### config.mk
export PLATFORM = sky130hd
export DESIGN_NAME = cnt_chain
export DESIGN_NICKNAME = d
export VERILOG_FILES = /design/src/rtl/cnt_pkg.sv /design/src/rtl/cnt_ctrl.sv /design/src/rtl/cnt_stage.sv /design/src/rtl/cnt_chain.sv
export SDC_FILE = /design/constraint.sdc
export NUM_CORES = 1
export LEC_CHECK = 0
export BUFFER_PORTS_ARGS = -buffer_cell sky130_fd_sc_hd__buf_2
export CORE_AREA = 2 2 39 41
export DETAILED_ROUTE_END_ITERATION = 10
export DIE_AREA = 0 0 41 43
export PLACE_DENSITY_LB_ADDON = 0.12
export SLEW_MARGIN = 20
export SYNTH_ARGS = -nofsm -noshare
export SYNTH_HDL_FRONTEND = slang
export SYNTH_SLANG_ARGS = --single-unit
### constraint.sdc
create_clock -name clk -period 1.6 [get_ports clk]
set_clock_uncertainty 0.1 [all_clocks]
set_input_delay 0.32 -clock clk [delete_from_list [all_inputs] [get_ports clk]]
set_output_delay 0.32 -clock clk [all_outputs]
set_load 0.1 [all_outputs]
### src/rtl/cnt_pkg.sv
package cnt_pkg;

  localparam int unsigned NIB_W = 4;

  typedef enum logic [1:0] {
    OP_HOLD = 2'd0,
    OP_INC  = 2'd1,
    OP_LOAD = 2'd2,
    OP_CLR  = 2'd3
  } cnt_op_e;

endpackage

### src/rtl/cnt_ctrl.sv
module cnt_ctrl
  import cnt_pkg::*;
(
  input  logic    clr_n,
  input  logic    load_n,
  input  logic    en_p,
  input  logic    en_t,
  output cnt_op_e op
);

  // Fixed priority: clear, then load, then count, else hold.
  always_comb begin
    if (!clr_n)            op = OP_CLR;
    else if (!load_n)      op = OP_LOAD;
    else if (en_p && en_t) op = OP_INC;
    else                   op = OP_HOLD;
  end

endmodule

### src/rtl/cnt_stage.sv
module cnt_stage
  import cnt_pkg::*;
#(
  parameter int unsigned W = NIB_W
) (
  input  logic         clk,
  input  logic         clr_n,
  input  logic         load_n,
  input  logic         en_p,
  input  logic         en_t,
  input  logic [W-1:0] d,
  output logic [W-1:0] q,
  output logic         tc
);

  localparam logic [W-1:0] ALL_ONES = {W{1'b1}};
  localparam logic [W-1:0] ONE      = {{(W-1){1'b0}}, 1'b1};

  cnt_op_e      op;
  logic [W-1:0] q_r;
  logic [W-1:0] q_nxt;
  logic         q_en;

  cnt_ctrl u_ctrl (
    .clr_n  (clr_n),
    .load_n (load_n),
    .en_p   (en_p),
    .en_t   (en_t),
    .op     (op)
  );

  // Next-state process
  always_comb begin
    q_nxt = q_r;
    case (op)
      OP_CLR:  q_nxt = '0;
      OP_LOAD: q_nxt = d;
      OP_INC:  q_nxt = q_r + ONE;
      default: q_nxt = q_r;
    endcase
  end

  assign q_en = (op != OP_HOLD);

  // Register process with explicit clock enable
  always_ff @(posedge clk) begin
    if (q_en) q_r <= q_nxt;
  end

  assign q  = q_r;
  assign tc = en_t & (q_r == ALL_ONES);

  // Assertion arming: valid once a clear edge has been seen
  logic armed;
  always_ff @(posedge clk) begin
    if (!clr_n) armed <= 1'b1;
  end

  a_r1_clear: assert property (@(posedge clk) disable iff (!armed)
    !clr_n |=> (q == '0));

  a_r2_load: assert property (@(posedge clk) disable iff (!armed)
    (clr_n && !load_n) |=> (q == $past(d)));

  a_r3_increment: assert property (@(posedge clk) disable iff (!armed)
    (clr_n && load_n && en_p && en_t) |=> (q == $past(q) + ONE));

  a_r4_hold: assert property (@(posedge clk) disable iff (!armed)
    (clr_n && load_n && !(en_p && en_t)) |=> $stable(q));

endmodule

### src/rtl/cnt_chain.sv
module cnt_chain
  import cnt_pkg::*;
#(
  parameter int unsigned STAGES = 2
) (
  input  logic                      clk,
  input  logic                      clr_n,
  input  logic                      load_n,
  input  logic                      en_p,
  input  logic                      en_t,
  input  logic [NIB_W*STAGES-1:0]   din,
  output logic [NIB_W*STAGES-1:0]   q,
  output logic                      tc_out
);

  localparam int unsigned TW = NIB_W * STAGES;

  // et_link[k] feeds stage k; et_link[k+1] is that stage's terminal count
  logic [STAGES:0] et_link;

  assign et_link[0] = en_t;

  for (genvar k = 0; k < STAGES; k++) begin : g_stage
    cnt_stage #(.W(NIB_W)) u_stage (
      .clk    (clk),
      .clr_n  (clr_n),
      .load_n (load_n),
      .en_p   (en_p),
      .en_t   (et_link[k]),
      .d      (din[k*NIB_W +: NIB_W]),
      .q      (q[k*NIB_W +: NIB_W]),
      .tc     (et_link[k+1])
    );
  end

  assign tc_out = et_link[STAGES];

  // Assertion arming
  logic armed;
  always_ff @(posedge clk) begin
    if (!clr_n) armed <= 1'b1;
  end

  a_r5_tc_full: assert property (@(posedge clk) disable iff (!armed)
    tc_out |-> (en_t && (q == {TW{1'b1}})));

  for (genvar k = 1; k < STAGES; k++) begin : g_ripple_chk
    a_r6_upper_waits: assert property (@(posedge clk) disable iff (!armed)
      (clr_n && load_n && !et_link[k]) |=> $stable(q[k*NIB_W +: NIB_W]));
  end

endmodule

* Word level (Yosys, flattened, before mapping)
Cells that the tools add are included.
** Operators by class
- Bitwise logic cells :: 2
- Equality and inequality tests :: 8
- Reduce and logical (&&, ||, !) cells :: 8
- Add/sub/neg operators :: 2
- Mux-type cells :: 8
** Operator list (number)
- case mux 4 bit (3 select lines) :: 2
- adder 4 x 1 -> 4 bit, second input constant :: 2
- == test 2 bit, second input constant :: 4
- == test 4 bit, second input constant :: 2
- two-way mux 2 bit :: 4
- nonzero test 3 bit :: 2
- == test 2 x 1 -> 1 bit, second input constant :: 2
- AND reduction 2 bit :: 2
- nonzero test 2 bit :: 2
- bitwise AND 1 bit :: 2
- logical AND 1 bit :: 2
- two-way mux 1 bit :: 2
** Storage, ports and cells
- Output and inout bits :: 9
- Flip-flop bits (word level) :: 8

* Depth between registers and ports, before layout
- Depth in word-level cells :: 9
- Depth in mapped cells :: 4
- Gate-level depth less buffers :: 4

* By module
From an unflattened synthesis, not the netlist that was laid out.
** Second synthesis, totals
- Cells, all modules :: 56
- Area, all modules :: 578.1 µm²
** By module, submodules not included
- cnt_stage :: cells each 25, area an instance 276.5 µm², times used 2
- cnt_ctrl :: cells each 3, area an instance 12.5 µm², times used 2

* Worst setup path after synthesis
OpenSTA, ideal clock, no wires.
- Path kind :: flip-flop to output port
- Start :: register g_stage[0].u_stage.q_r[0]
- End :: output tc_out
- Arrival time :: 2.793 ns
- Cell stages (with the launch flop) :: 4
- Data required time :: 1.180 ns
- Setup slack :: -1.613 ns
- Path through :: edfxtp_1 -> ha_1 -> nand4_4 -> nor2_1
** On the way
- Longest elaborated chain between the ends :: 3
** RTL lines
- start, declared :: RTL line cnt_stage.sv:20 : logic [W-1:0] q_r;
- start signal, assigned :: RTL line cnt_stage.sv:47 : if (q_en) q_r <= q_nxt;
- == test 4 bit :: RTL line cnt_stage.sv:51 : assign tc = en_t & (q_r == ALL_ONES);
- bitwise AND 1 bit (2 in a row) :: RTL line cnt_stage.sv:51
- end, declared :: RTL line cnt_chain.sv:13 : output logic tc_out
No other way between the ends.

* Worst setup path in the final report
- Start :: register g_stage[1].u_stage.q_r[0]
- End :: output tc_out
** On the way
- Longest elaborated chain between the ends :: 2
** RTL lines (RTL line)
- start, declared :: cnt_stage.sv:20
- start signal, assigned :: cnt_stage.sv:47
- == test 4 bit :: cnt_stage.sv:51
- bitwise AND 1 bit :: cnt_stage.sv:51
No other way between the ends.

==> impl_metrics.prom <==
# TYPE chip_impl_metric gauge
chip_impl_metric{name="floorplan.initialDensity",unit="%"} 38.6
chip_impl_metric{name="critical_path.max_stage_delay",unit="ps"} 400
chip_impl_metric{name="ff2ff_path_depth",unit=""} 5
chip_impl_metric{name="maxSlewHeadroom",unit="%"} 68.0
chip_impl_metric{name="avgViaCountPerCell",unit=""} 4.91
chip_impl_metric{name="yosysWarningCount",unit=""} 0
chip_impl_metric{name="postSynthAreaPerCell",unit="µm²"} 10.7
chip_impl_metric{name="cts.clk_slew.worst_paths",unit="ps"} 60
chip_impl_metric{name="register_bit_total_from_synthesis",unit=""} 8
chip_impl_metric{name="number_of_h_tree_branching_levels",unit=""} 1
chip_impl_metric{name="antenna_found_initial",unit=""} 0
chip_impl_info{name="hold_crit_path_type",value="primary input to register"} 1
chip_impl_metric{name="die-width",unit="µm"} 41
chip_impl_info{name="r2r_start",value="g_stage[1].u_stage.q[0]"} 1
chip_impl_info{name="path_cells",value="ha_4 > nand3_4 > nor2_4 > buf_12"} 1
chip_impl_info{name="tritoncts",value="done"} 1
chip_impl_info{name="critPathKind",value="register to primary output"} 1
chip_impl_metric{name="worst_ir_drop_vdd",unit="mV"} 0.559
chip_impl_metric{name="period_needed",unit="ps"} 1640
chip_impl_metric{name="port_buffers",unit=""} 21
chip_impl_metric{name="post-layout-total-power",unit="W"} 0.000702
chip_impl_metric{name="via_count_of_the_first_global_routing_pass",unit=""} 495
chip_impl_metric{name="detailroute.via_count",unit=""} 496
chip_impl_metric{name="synthesized_netlist_cell_count",unit=""} 50
chip_impl_metric{name="worst_slew_pin_slew",unit="ps"} 483
chip_impl_metric{name="period_share",unit="%"} 103
chip_impl_info{name="critPathSlowestCell",value="sky130_fd_sc_hd__edfxtp_1"} 1
chip_impl_metric{name="seqCellArea",unit="µm²"} 240
chip_impl_metric{name="largest_reg_flops",unit=""} 8
chip_impl_metric{name="antennaDiodeCount",unit=""} 0
chip_impl_metric{name="core_area",unit="µm²"} 1380
chip_impl_metric{name="finalSetupViolations",unit=""} 2
chip_impl_info{name="critPathCaptureType",value="primary output"} 1
chip_impl_metric{name="final_antenna_net_count",unit=""} 0
chip_impl_metric{name="grt_remaining_overflow",unit=""} 0
chip_impl_metric{name="synth-edff-count",unit=""} 8
chip_impl_metric{name="clock-sinks",unit=""} 8
chip_impl_metric{name="floorplan.rows",unit=""} 14
chip_impl_metric{name="gr-usage-all-layers",unit="%"} 19.0
chip_impl_metric{name="gp_routability_congestion",unit=""} 0.691
chip_impl_metric{name="timing.critical_path.required",unit="ps"} 1180
chip_impl_metric{name="mappedNetlistArea",unit="µm²"} 534
chip_impl_metric{name="power.static_leakage",unit="nW"} 0.373
chip_impl_metric{name="fillerInstances",unit=""} 119
chip_impl_info{name="worst_setup_path_startpoint",value="g_stage[1].u_stage.q[0]"} 1
chip_impl_metric{name="ys_seq_area_share",unit="%"} 45.0
chip_impl_metric{name="grt_first_pass_wirelength",unit="mm"} 2.17
chip_impl_metric{name="multi_input_gate_area_in_the_final_layout",unit="µm²"} 324
chip_impl_metric{name="drive_gt1_share",unit="%"} 51.8
chip_impl_metric{name="postSynth.asyncResetShare",unit="%"} 0
chip_impl_metric{name="mappedNetlistNets",unit=""} 65
chip_impl_metric{name="clk_path_buf_depth",unit=""} 2
chip_impl_metric{name="final_routed_wirelength_across_all_metal_layers",unit="mm"} 1.33
chip_impl_info{name="worstSetupStartpointType",value="register"} 1
chip_impl_info{name="unrepaired_setup_endpoints_after_global_routing",value="true"} 1
chip_impl_metric{name="largest_net_degree_at_the_start_of_global_routing",unit=""} 14
chip_impl_metric{name="crit_fanout",unit=""} 2
chip_impl_metric{name="power_density_cells",unit="nW/µm²"} 788
chip_impl_info{name="ctsRootBufferMaster",value="sky130_fd_sc_hd__clkbuf_4"} 1
chip_impl_info{name="synth-main-ff-cell",value="sky130_fd_sc_hd__edfxtp_1"} 1
chip_impl_metric{name="finished_core_util",unit="%"} 64.4
chip_impl_info{name="run_status",value="complete, but fails checks"} 1
chip_impl_info{name="failed_checks",value="negative setup slack"} 1
chip_impl_metric{name="cts-buffers-inserted",unit=""} 3
chip_impl_metric{name="route.detailed.drc",unit=""} 0
chip_impl_metric{name="synth_cell_types",unit=""} 24
chip_impl_metric{name="detailed_place_hpwl",unit="µm"} 975
chip_impl_metric{name="clkLatencyLatePin",unit="ps"} 250
chip_impl_info{name="reg2reg_to",value="g_stage[1].u_stage.q[2]"} 1
chip_impl_metric{name="cap_violations",unit=""} 0
chip_impl_metric{name="flow.area_growth_from_synthesis",unit="%"} 66.7
chip_impl_metric{name="die_y",unit="µm"} 43
chip_impl_metric{name="first_iter_violations",unit=""} 9
chip_impl_metric{name="postCtsHoldBufs",unit=""} 0
chip_impl_metric{name="timing.final.hold_violations",unit=""} 0
chip_impl_metric{name="setup.reg_to_reg.worst_slack",unit="ps"} 30
chip_impl_metric{name="avgRoutedWirePerCell",unit="µm"} 13.1
chip_impl_metric{name="setup_ws",unit="ps"} -42.1
chip_impl_metric{name="slew_viol_final",unit=""} 0
chip_impl_metric{name="die_area",unit="µm²"} 1760
chip_impl_metric{name="clock.fmax",unit="GHz"} 0.609
chip_impl_metric{name="design.portCount",unit=""} 22
chip_impl_metric{name="crit_arrival",unit="ps"} 1220
chip_impl_metric{name="fin_tns_setup",unit="ps"} -54.4
chip_impl_info{name="endpoint",value="tc_out"} 1
chip_impl_metric{name="drt-pass1-iter-count",unit=""} 4
chip_impl_metric{name="design.final.nets",unit=""} 102
[worst min path at each step]
stage / from / to / cells after the start
after CTS: din[7] / g_stage[1].u_stage.q[3] / 2
after floorplan: din[3] / g_stage[0].u_stage.q[3] / 2
after detailed placement: din[7] / g_stage[1].u_stage.q[3] / 2
after global placement: din[3] / g_stage[0].u_stage.q[3] / 3
final: din[7] / g_stage[1].u_stage.q[3] / 2
after global routing: din[7] / g_stage[1].u_stage.q[3] / 2
[synthesized netlist by cell type, types with 2 or more instances]
| master | count | area, µm² |
|---|---|---|
| sky130_fd_sc_hd__xnor2_1 | 2 | 17.5 |
| sky130_fd_sc_hd__a21boi_0 | 3 | 22.5 |
| sky130_fd_sc_hd__nor2b_1 | 2 | 12.5 |
| sky130_fd_sc_hd__nand3_1 | 4 | 20.0 |
| sky130_fd_sc_hd__edfxtp_1 | 8 | 240 |
| sky130_fd_sc_hd__nand2_1 | 3 | 11.3 |
| sky130_fd_sc_hd__and2_1 | 2 | 12.5 |
| sky130_fd_sc_hd__nand4_1 | 3 | 18.8 |
| sky130_fd_sc_hd__nor2_1 | 2 | 7.51 |
| sky130_fd_sc_hd__ha_1 | 2 | 25.0 |
| sky130_fd_sc_hd__xor2_1 | 2 | 17.5 |
| sky130_fd_sc_hd__inv_1 | 3 | 11.3 |
| sky130_fd_sc_hd__nand2b_1 | 3 | 18.8 |
[power breakdown]
group,switching [W],internal [W],total (W)
Sequential,0.0000202,0.000251,0.000271
Clock,0.0000686,0.0000859,0.000154
Combinational,0.000181,0.0000949,0.000276
Total,0.000270,0.000431,0.000702
[through the flow]
| stage | worst slack, ps | hold slack, ps | cell area, µm² | instances |
|---|---|---|---|---|
| final | -42.1 | 267 | 891 | 101 |
| after global routing | -101 | 270 | 891 | 101 |
| after CTS | -62.3 | 268 | 858 | 100 |
| after detailed placement | -19.1 | 529 | 781 | 91 |
| after global placement | 67.4 | 505 | 781 | 91 |
| after floorplan | -776 | 407 | 559 | 50 |
[metal layers]
layer / GRT usage, % / vias up / part of all wire [%]
met5: 0 / - / 0
met4: 10.0 / 0 / 0.83
met3: 4.71 / 2 / 5.2
met2: 27.8 / 18 / 47
met1: 24.9 / 218 / 47
li1: - / 258 / -
[what timing repair did]
action / in CTS / in global routing
gates resized for setup: 3 / 5
pin swaps: 5 / 3
buffers inserted: 6 / 1
gates cloned: 0 / 0
setup endpoints to repair: 5 / 4
[placed cells by master, fill, tap and decap left out]
cell | Yosys | layout
sky130_fd_sc_hd__edfxtp_1 | 8 | 8
sky130_fd_sc_hd__o21ai_0 | 1 | 1
sky130_fd_sc_hd__nand3_1 | 4 | 3
sky130_fd_sc_hd__buf_4 | 0 | 14
sky130_fd_sc_hd__ha_4 | 0 | 2
sky130_fd_sc_hd__a21boi_0 | 3 | 1
sky130_fd_sc_hd__o211ai_1 | 1 | 1
sky130_fd_sc_hd__a32o_1 | 1 | 1
sky130_fd_sc_hd__inv_1 | 3 | 3
sky130_fd_sc_hd__a21boi_1 | 0 | 2
sky130_fd_sc_hd__nand4_1 | 3 | 3
sky130_fd_sc_hd__o32ai_1 | 1 | 1
sky130_fd_sc_hd__nand4b_1 | 1 | 1
sky130_fd_sc_hd__xnor2_1 | 2 | 2
sky130_fd_sc_hd__nand4_4 | 1 | 1
sky130_fd_sc_hd__nor2_1 | 2 | 1
sky130_fd_sc_hd__and2_1 | 2 | 2
sky130_fd_sc_hd__nor2_4 | 0 | 1
sky130_fd_sc_hd__nand3_4 | 0 | 1
sky130_fd_sc_hd__clkbuf_4 | 0 | 6
sky130_fd_sc_hd__nand2b_1 | 3 | 3
sky130_fd_sc_hd__nor2b_1 | 2 | 2
sky130_fd_sc_hd__o32ai_2 | 1 | 1
sky130_fd_sc_hd__buf_12 | 0 | 4
sky130_fd_sc_hd__nand2_1 | 3 | 3
sky130_fd_sc_hd__buf_2 | 1 | 13
sky130_fd_sc_hd__o21a_1 | 1 | 1
sky130_fd_sc_hd__xor2_1 | 2 | 2
sky130_fd_sc_hd__nor3_2 | 0 | 1
[worst max-delay path, delay by kind of cell (launching register included)]
family / cells / cell delay, ps
buffers and inverters: 1 / 180
AND/OR/NAND/NOR: 2 / 210
adder cells (fa/ha/maj): 1 / 180
flip-flops: 1 / 400
[layout make-up]
cell class	count	share of cell area, %
multi-input combinational	37	36.4
inverter	3	1.26
tap	16	2.25
clock buffer	3	2.53
sequential	8	27.0
timing repair buffer	34	30.6
[logic make-up (layout without fill, tap and decap cells)]
logic type / after synthesis / after routing / synth area share [%]
buffers and inverters: 5 / 40 / 3.75
XOR/XNOR: 4 / 4 / 6.56
flip-flops: 8 / 8 / 45.0
AO/OA/AOI/OAI: 9 / 9 / 14.5
adder cells (fa/ha/maj): 2 / 2 / 4.68
AND/OR/NAND/NOR: 22 / 22 / 25.5
(Power assumes the default switching activity.)
